<file path="config.mk">
export PLATFORM = sky130hd
export DESIGN_NAME = dma_ctl_regbank
export DESIGN_NICKNAME = d
export VERILOG_FILES = /design/src/rtl/dmareg_pkg.sv /design/src/rtl/dmareg_decode.sv /design/src/rtl/dmareg_w1c_reg.sv /design/src/rtl/dmareg_chan_bank.sv /design/src/rtl/dma_ctl_regbank.sv
export SDC_FILE = /design/constraint.sdc
export NUM_CORES = 1
export LEC_CHECK = 0
export BUFFER_PORTS_ARGS = -buffer_cell sky130_fd_sc_hd__clkbuf_2
export CAP_MARGIN = 15
export CORE_MARGIN = 2
export CORE_UTILIZATION = 50
export CTS_CLUSTER_DIAMETER = 200
export DETAILED_ROUTE_END_ITERATION = 12
export GPL_TIMING_DRIVEN = 1
export PLACE_DENSITY = 0.75
export RECOVER_POWER = 25
export SETUP_SLACK_MARGIN = 0.15
export SLEW_MARGIN = 20
export SYNTH_ARGS = -nofsm -noshare
export SYNTH_HDL_FRONTEND = slang
export SYNTH_HIERARCHICAL = 1
export SYNTH_SLANG_ARGS = --single-unit
</file>
<file path="constraint.sdc">
create_clock -name clk -period 9.8 [get_ports clk]
set_input_delay 1.96 -clock clk [delete_from_list [all_inputs] [get_ports clk]]
set_output_delay 1.96 -clock clk [all_outputs]
set_load 0.01 [all_outputs]
</file>
<file path="src/rtl/dmareg_pkg.sv">
package dmareg_pkg;

    localparam logic [9:0] RN_CFG     = 10'h180;
    localparam logic [9:0] RN_ERR     = 10'h181;
    localparam logic [9:0] RN_IEN     = 10'h182;
    localparam logic [9:0] RN_TXON    = 10'h184;
    localparam logic [9:0] RN_TXOFF   = 10'h185;
    localparam logic [9:0] RN_TXEOB   = 10'h186;
    localparam logic [9:0] RN_TXDERR  = 10'h187;
    localparam logic [9:0] RN_RXON    = 10'h190;
    localparam logic [9:0] RN_RXOFF   = 10'h191;
    localparam logic [9:0] RN_RXEOB   = 10'h192;
    localparam logic [9:0] RN_RXDERR  = 10'h193;
    localparam logic [9:0] RN_TXPTR0  = 10'h1A0;
    localparam logic [9:0] RN_RXPTR0  = 10'h1C0;
    localparam logic [9:0] RN_RXSIZE0 = 10'h1E0;

    localparam logic [31:0] CFG_RST_VAL  = 32'h0007_C000;
    localparam logic [31:0] CFG_WMASK    = 32'h00FF_C087;
    localparam logic [31:0] IEN_WMASK    = 32'h0000_001F;
    localparam logic [31:0] TXACT_WMASK  = 32'hF000_0000;
    localparam logic [31:0] RXACT_WMASK  = 32'hC000_0000;
    localparam int          CFG_SRST_BIT = 31;

    // status word slots
    localparam int ST_ERR    = 0;
    localparam int ST_TXEOB  = 1;
    localparam int ST_TXDERR = 2;
    localparam int ST_RXEOB  = 3;
    localparam int ST_RXDERR = 4;
    localparam int ST_NUM    = 5;

    typedef enum logic [3:0] {
        SEL_NONE,
        SEL_CFG,
        SEL_ERR,
        SEL_IEN,
        SEL_TXON,
        SEL_TXOFF,
        SEL_TXEOB,
        SEL_TXDERR,
        SEL_RXON,
        SEL_RXOFF,
        SEL_RXEOB,
        SEL_RXDERR,
        SEL_TXPTR,
        SEL_RXPTR,
        SEL_RXSIZE
    } reg_sel_e;

endpackage

</file>
<file path="src/rtl/dmareg_decode.sv">
module dmareg_decode
    import dmareg_pkg::*;
#(
    parameter int NTX = 4,
    parameter int NRX = 4
) (
    input  logic [9:0] reg_num,
    output reg_sel_e   sel,
    output logic [4:0] idx
);
    localparam logic [5:0] TX_LIM = 6'(NTX);
    localparam logic [5:0] RX_LIM = 6'(NRX);

    logic tx_in_range;
    logic rx_in_range;

    assign idx         = reg_num[4:0];
    assign tx_in_range = ({1'b0, reg_num[4:0]} < TX_LIM);
    assign rx_in_range = ({1'b0, reg_num[4:0]} < RX_LIM);

    always_comb begin
        sel = SEL_NONE;
        unique case (reg_num)
            RN_CFG:    sel = SEL_CFG;
            RN_ERR:    sel = SEL_ERR;
            RN_IEN:    sel = SEL_IEN;
            RN_TXON:   sel = SEL_TXON;
            RN_TXOFF:  sel = SEL_TXOFF;
            RN_TXEOB:  sel = SEL_TXEOB;
            RN_TXDERR: sel = SEL_TXDERR;
            RN_RXON:   sel = SEL_RXON;
            RN_RXOFF:  sel = SEL_RXOFF;
            RN_RXEOB:  sel = SEL_RXEOB;
            RN_RXDERR: sel = SEL_RXDERR;
            default: begin
                // channel ranges: 32-entry windows, upper bits select the bank
                if (reg_num[9:5] == RN_TXPTR0[9:5] && tx_in_range)
                    sel = SEL_TXPTR;
                else if (reg_num[9:5] == RN_RXPTR0[9:5] && rx_in_range)
                    sel = SEL_RXPTR;
                else if (reg_num[9:5] == RN_RXSIZE0[9:5] && rx_in_range)
                    sel = SEL_RXSIZE;
                else
                    sel = SEL_NONE;
            end
        endcase
    end
endmodule

</file>
<file path="src/rtl/dmareg_w1c_reg.sv">
module dmareg_w1c_reg #(
    parameter int W = 32
) (
    input  logic         clk,
    input  logic         rst_n,
    input  logic         soft_clr,
    input  logic         sw_clr_en,
    input  logic [W-1:0] sw_clr_mask,
    input  logic [W-1:0] hw_set,
    output logic [W-1:0] q
);
    logic [W-1:0] kept;

    always_comb begin
        if (soft_clr)
            kept = '0;
        else if (sw_clr_en)
            kept = q & ~sw_clr_mask;
        else
            kept = q;
    end

    // hardware set is ORed last so it wins over every clear
    always_ff @(posedge clk) begin
        if (!rst_n)
            q <= '0;
        else
            q <= kept | hw_set;
    end
endmodule

</file>
<file path="src/rtl/dmareg_chan_bank.sv">
module dmareg_chan_bank #(
    parameter int N = 4,
    parameter int W = 32
) (
    input  logic         clk,
    input  logic         rst_n,
    input  logic         we,
    input  logic [4:0]   idx,
    input  logic [W-1:0] wdata,
    output logic [W-1:0] rd_val
);
    logic [N-1:0][W-1:0] ent;

    always_ff @(posedge clk) begin
        if (!rst_n) begin
            ent <= '0;
        end else if (we) begin
            for (int i = 0; i < N; i++) begin
                if (idx == 5'(i))
                    ent[i] <= wdata;
            end
        end
    end

    always_comb begin
        rd_val = '0;
        for (int i = 0; i < N; i++) begin
            if (idx == 5'(i))
                rd_val = ent[i];
        end
    end
endmodule

</file>
<file path="src/rtl/dma_ctl_regbank.sv">
module dma_ctl_regbank
    import dmareg_pkg::*;
#(
    parameter int NTX = 4,
    parameter int NRX = 4
) (
    input  logic        clk,
    input  logic        rst_n,
    input  logic [9:0]  reg_num,
    input  logic        wr_en,
    input  logic        rd_en,
    input  logic [31:0] wdata,
    output logic [31:0] rdata,
    input  logic [31:0] err_set,
    input  logic [31:0] tx_eob_set,
    input  logic [31:0] tx_derr_set,
    input  logic [31:0] rx_eob_set,
    input  logic [31:0] rx_derr_set
);
    reg_sel_e    sel;
    logic [4:0]  idx;
    logic        soft_rst;

    logic [31:0] cfg_q;
    logic [31:0] ier_q;
    logic [31:0] txon_q;
    logic [31:0] txoff_q;
    logic [31:0] rxon_q;
    logic [31:0] rxoff_q;
    logic [31:0] err_q;

    logic [ST_NUM-1:0][31:0] stat_q;
    logic [ST_NUM-1:0][31:0] stat_set;
    logic [ST_NUM-1:0]       stat_clr;

    logic [31:0] txptr_rd;
    logic [31:0] rxptr_rd;
    logic [7:0]  rxsize_rd;
    logic [31:0] rd_mux;
    logic [31:0] rdata_q;

    dmareg_decode #(.NTX(NTX), .NRX(NRX)) u_dec (
        .reg_num (reg_num),
        .sel     (sel),
        .idx     (idx)
    );

    assign soft_rst = wr_en && (sel == SEL_CFG) && wdata[CFG_SRST_BIT];

    // configuration: soft reset value is overwritten by the masked write
    always_ff @(posedge clk) begin
        if (!rst_n)
            cfg_q <= CFG_RST_VAL;
        else if (wr_en && sel == SEL_CFG)
            cfg_q <= wdata & CFG_WMASK;
    end

    // words cleared by the soft reset
    always_ff @(posedge clk) begin
        if (!rst_n) begin
            ier_q  <= '0;
            txon_q <= '0;
            rxon_q <= '0;
        end else if (soft_rst) begin
            ier_q  <= '0;
            txon_q <= '0;
            rxon_q <= '0;
        end else if (wr_en) begin
            unique case (sel)
                SEL_IEN:  ier_q  <= wdata & IEN_WMASK;
                SEL_TXON: txon_q <= wdata & TXACT_WMASK;
                SEL_RXON: rxon_q <= wdata & RXACT_WMASK;
                default:  ;
            endcase
        end
    end

    // activate-reset words: untouched by soft reset
    always_ff @(posedge clk) begin
        if (!rst_n) begin
            txoff_q <= '0;
            rxoff_q <= '0;
        end else if (wr_en) begin
            unique case (sel)
                SEL_TXOFF: txoff_q <= wdata & TXACT_WMASK;
                SEL_RXOFF: rxoff_q <= wdata & RXACT_WMASK;
                default:   ;
            endcase
        end
    end

    // status words
    always_comb begin
        stat_set[ST_ERR]    = err_set;
        stat_set[ST_TXEOB]  = tx_eob_set;
        stat_set[ST_TXDERR] = tx_derr_set;
        stat_set[ST_RXEOB]  = rx_eob_set;
        stat_set[ST_RXDERR] = rx_derr_set;
        stat_clr[ST_ERR]    = wr_en && (sel == SEL_ERR);
        stat_clr[ST_TXEOB]  = wr_en && (sel == SEL_TXEOB);
        stat_clr[ST_TXDERR] = wr_en && (sel == SEL_TXDERR);
        stat_clr[ST_RXEOB]  = wr_en && (sel == SEL_RXEOB);
        stat_clr[ST_RXDERR] = wr_en && (sel == SEL_RXDERR);
    end

    for (genvar g = 0; g < ST_NUM; g++) begin : g_stat
        dmareg_w1c_reg #(.W(32)) u_stat (
            .clk         (clk),
            .rst_n       (rst_n),
            .soft_clr    (soft_rst),
            .sw_clr_en   (stat_clr[g]),
            .sw_clr_mask (wdata),
            .hw_set      (stat_set[g]),
            .q           (stat_q[g])
        );
    end

    assign err_q = stat_q[ST_ERR];

    // per-channel banks
    dmareg_chan_bank #(.N(NTX), .W(32)) u_txptr (
        .clk    (clk),
        .rst_n  (rst_n),
        .we     (wr_en && sel == SEL_TXPTR),
        .idx    (idx),
        .wdata  (wdata),
        .rd_val (txptr_rd)
    );

    dmareg_chan_bank #(.N(NRX), .W(32)) u_rxptr (
        .clk    (clk),
        .rst_n  (rst_n),
        .we     (wr_en && sel == SEL_RXPTR),
        .idx    (idx),
        .wdata  (wdata),
        .rd_val (rxptr_rd)
    );

    dmareg_chan_bank #(.N(NRX), .W(8)) u_rxsize (
        .clk    (clk),
        .rst_n  (rst_n),
        .we     (wr_en && sel == SEL_RXSIZE),
        .idx    (idx),
        .wdata  (wdata[7:0]),
        .rd_val (rxsize_rd)
    );

    // read path
    always_comb begin
        rd_mux = '0;
        unique case (sel)
            SEL_CFG:    rd_mux = cfg_q;
            SEL_ERR:    rd_mux = err_q;
            SEL_IEN:    rd_mux = ier_q;
            SEL_TXON:   rd_mux = txon_q;
            SEL_TXOFF:  rd_mux = txoff_q;
            SEL_TXEOB:  rd_mux = stat_q[ST_TXEOB];
            SEL_TXDERR: rd_mux = stat_q[ST_TXDERR];
            SEL_RXON:   rd_mux = rxon_q;
            SEL_RXOFF:  rd_mux = rxoff_q;
            SEL_RXEOB:  rd_mux = stat_q[ST_RXEOB];
            SEL_RXDERR: rd_mux = stat_q[ST_RXDERR];
            SEL_TXPTR:  rd_mux = txptr_rd;
            SEL_RXPTR:  rd_mux = rxptr_rd;
            SEL_RXSIZE: rd_mux = {24'h0, rxsize_rd};
            default:    rd_mux = '0;
        endcase
    end

    always_ff @(posedge clk) begin
        if (!rst_n)
            rdata_q <= '0;
        else if (rd_en)
            rdata_q <= rd_mux;
    end

    assign rdata = rdata_q;
endmodule

</file>
==> impl_results.md <==
* Share of power burned in registers at 0.462
* Floorplan die height at 232 um
* Number of standard-cell rows in the floorplan at 83
* Clock-pin slew on the worst setup and hold paths at 60 ps
* Antenna violations before repair at 4
* Iteration count of the initial detailed-routing pass at 7
* Final number of max-transition violations at 88
* Worst-case register-to-register setup slack at 7570 ps
* Cell count after placement at 3609
* Final period util at 0.802
* Max-capacitance violation count at 3
* Netlist area before placement at 0.0260 mm^2
* Gr usage total at 0.339
* Leading cell types in the layout, fill and taps excluded: sky130_fd_sc_hd__dfxtp_1 (511), sky130_fd_sc_hd__nand2_1 (418), sky130_fd_sc_hd__mux2i_1 (314)
* Leakage at 12.5 nW
* Total placed instance area at 0.0271 mm^2
* Area Overhead vs Synth at 11.3%
* WP data arrival at 8420 ps
* Pwr dens at 162 mW/mm^2
* Starting utilization of the core area at 0.506
* Master cell of the clock root buffer: sky130_fd_sc_hd__clkbuf_16
* Number of H-tree branching levels at 2
* Post-synthesis sequential area ratio at 0.394
* Leading cell type in the layout, fill and taps excluded: sky130_fd_sc_hd__dfxtp_1
* Tightest Hold Check Type: flop to flop
* Worst skew pair latency at 620 ps
* Violated checks: capacitance limit, slew limit
* Final hold viol count at 0
* Last weighted congestion value of the routability-driven placer at 0.980
* Worst-path maximum fanout at 97
* Post-detailed-route wirelength per cell at 25.6 um
* Transition time at the pin with the least slew margin at 3190 ps
* Unrepaired setup endpoints after global routing: false
* Ports at 238
* Die outline area at 0.0538 mm^2
* Drt first-iter violations at 3291
* Post-synthesis net count at 3114
* Port Buffer Count at 237
* Total clock sinks at 511
* Mean post-synth cell area at 8.93 um^2
* Ratio of routed vias to standard cells at 6.46
* Synthesis Warnings at 6
* Placeable core area at 0.0513 mm^2
* Post-CTS Hold Fix Bufs at 0
* Highest clock rate at 127 MHz
* IR Drop Worst-Case VDD at 0.000127 V
* Drc violations at 0
* Sw Share at 0.254
* Design Area, Final at 0.0289 mm^2
* Outcome: finished, violations left
* Setup crit start kind: input pin
* Shortest period the worst path allows at 7860 ps
* Cells after synthesis at 2908
* Crit path kind: input pin to flop
* Overall overflow remaining after global route at 0
* Fill cell instance count of the final layout at 4511
* Die width at 232 um
* Remaining antenna violation count after routing at 0
* Net count, final at 3192
* Wire length of the first global-routing pass at 139000 um
* Worst clock skew on the final layout at 11.5 ps
* Endpoints failing setup at 0
* Synthesized flop and latch total at 511
* Int Power at 3.49 mW
* Routed wire length at 95100 um
* Primary FF master, synth: sky130_fd_sc_hd__dfxtp_1
* Largest net degree at the start of global routing at 214
* Post-Route Setup TNS at 0 ps
* Post-CTS sizing at 0
* Overall Power at 4.68 mW
* Switching power summed over all nets at 1.19 mW
* Count of flip-flops with a built-in enable after synthesis at 0
* CTS tree: done
* Combinational Power Share at 0.082
* Vias in the first global route at 22815
* Required arrival time at the worst endpoint at 10350 ps
* Distinct cell type count of the synthesized netlist at 74
* Capturing element type of the critical path: flop
* Via total after detailed routing at 23995
* Fraction of layout instances using a drive strength above 1 at 0.150
* Async set-reset flop share out of synthesis at 0
* Power share of the clock group at 0.456
* Inserted Clock Buffers at 55
* Post-detailed-placement half-perimeter wirelength at 62200 um
* Final cell count without fillers at 3712
* Worst slew margin relative to its limit at -1.13
* CTS max path bufs at 3
* Post-CTS setup-driven buffer insertion count at 0
worst paths after layout:
kind	startpoint	to	cells past startpoint
max	reg_num[0]	g_stat[4].u_stat/q[12]	12
max reg2reg	u_rxptr/ent[88]	rdata[24]	7
min	u_txptr/ent[85]	u_txptr/ent[85]	2
min reg2reg	u_txptr/ent[85]	u_txptr/ent[85]	2
power groups by stage:
stage / Sequential, mW / Clock (mW) / Combinational [mW]
floorplan: 2.19 / 0 / 0.218
global placement: 2.20 / 0 / 0.362
detailed placement: 2.20 / 0 / 0.371
CTS: 2.16 / 2.14 / 0.374
global route: 2.16 / 2.22 / 0.403
finish: 2.16 / 2.13 / 0.385
through the flow:
step | hold WS (ps) | util | setup WS [ps]
global placement | 441 | 0.529 | 3550
global route | 472 | 0.563 | 1810
CTS | 456 | 0.565 | 4020
finish | 457 | 0.563 | 1940
floorplan | 434 | - | 4950
detailed placement | 449 | 0.529 | 3380
cell type report:
class / count / area (um^2) / area share
diodes: 3 / 7.51 / 0.000260
flip-flops and latches: 511 / 10200 / 0.354
well taps: 680 / 851 / 0.0294
inverters: 167 / 627 / 0.0217
clock inverters: 22 / 224 / 0.00775
multi-input cells: 1966 / 13800 / 0.478
clock buffers: 78 / 1600 / 0.0554
repair buffers: 285 / 1560 / 0.0538
synthesized netlist by cell type, types with 6 or more instances:
cell,n,share of area
sky130_fd_sc_hd__dfxtp_1,511,0.39
sky130_fd_sc_hd__nand2_1,418,0.060
sky130_fd_sc_hd__mux2i_1,314,0.12
sky130_fd_sc_hd__inv_1,167,0.024
sky130_fd_sc_hd__a211oi_1,161,0.047
sky130_fd_sc_hd__o21a_1,160,0.046
sky130_fd_sc_hd__nand3_1,159,0.031
sky130_fd_sc_hd__clkbuf_1,138,0.020
sky130_fd_sc_hd__nor2b_1,102,0.025
sky130_fd_sc_hd__o21ai_0,95,0.018
sky130_fd_sc_hd__a31oi_1,81,0.020
sky130_fd_sc_hd__buf_2,81,0.016
sky130_fd_sc_hd__and3b_1,71,0.024
sky130_fd_sc_hd__a2111oi_0,42,0.014
sky130_fd_sc_hd__buf_6,31,0.013
sky130_fd_sc_hd__a2111oi_2,29,0.017
sky130_fd_sc_hd__mux2_2,28,0.012
sky130_fd_sc_hd__a22o_1,27,0.0091
sky130_fd_sc_hd__a21oi_1,24,0.0046
sky130_fd_sc_hd__nor2_1,24,0.0035
sky130_fd_sc_hd__a22oi_1,23,0.0066
sky130_fd_sc_hd__a221oi_1,18,0.0061
sky130_fd_sc_hd__a32o_1,16,0.0062
sky130_fd_sc_hd__a32oi_1,16,0.0054
sky130_fd_sc_hd__nand3b_1,13,0.0038
sky130_fd_sc_hd__buf_4,12,0.0035
sky130_fd_sc_hd__a21boi_0,10,0.0029
sky130_fd_sc_hd__and2_1,10,0.0024
sky130_fd_sc_hd__and3_1,10,0.0024
sky130_fd_sc_hd__nor3_1,8,0.0015
sky130_fd_sc_hd__nor3b_1,7,0.0020
sky130_fd_sc_hd__nand2b_1,6,0.0014
sky130_fd_sc_hd__o211ai_1,6,0.0017
registers in the layout, summed over array words and instances (netlist names):
name / cells
txon_q: 4
rxoff_q: 2
rdata: 32
cfg_q: 14
u_txptr/ent: 128
txoff_q: 4
ier_q: 5
g_stat.u_stat/q: 160
u_rxsize/ent: 32
u_rxptr/ent: 128
rxon_q: 2
kinds of logic (layout without fill, tap and decap cells):
family,count (synthesis),count (layout),synth area share
other,0,3,0
AND/OR/NAND/NOR,879,879,0.178
AO/OA/AOI/OAI,740,740,0.216
buffers and inverters,431,552,0.0770
XOR/XNOR,3,3,0.00101
flip-flops,511,511,0.394
multiplexers,344,344,0.135
worst max-delay path, cell delays in order:
cell,delay (ps)
sky130_fd_sc_hd__buf_6,470
sky130_fd_sc_hd__nor4b_1,320
sky130_fd_sc_hd__a21oi_1,70
sky130_fd_sc_hd__or3_1,360
sky130_fd_sc_hd__a21oi_4,120
sky130_fd_sc_hd__clkbuf_1,2270
sky130_fd_sc_hd__nor2b_1,740
sky130_fd_sc_hd__nand3_1,890
sky130_fd_sc_hd__nor2_4,250
sky130_fd_sc_hd__buf_12,280
sky130_fd_sc_hd__a211oi_1,320
sky130_fd_sc_hd__o21a_1,140
metal layers:
metal | vias to the layer above | global-route usage | wire [um]
met2 | 1564 | 0.517 | 41800
met1 | 11502 | 0.449 | 37100
li1 | 10609 | - | -
met4 | 6 | 0.193 | 5770
met5 | - | 0 | 45
met3 | 314 | 0.0678 | 10500
(Power assumes the default switching activity.)
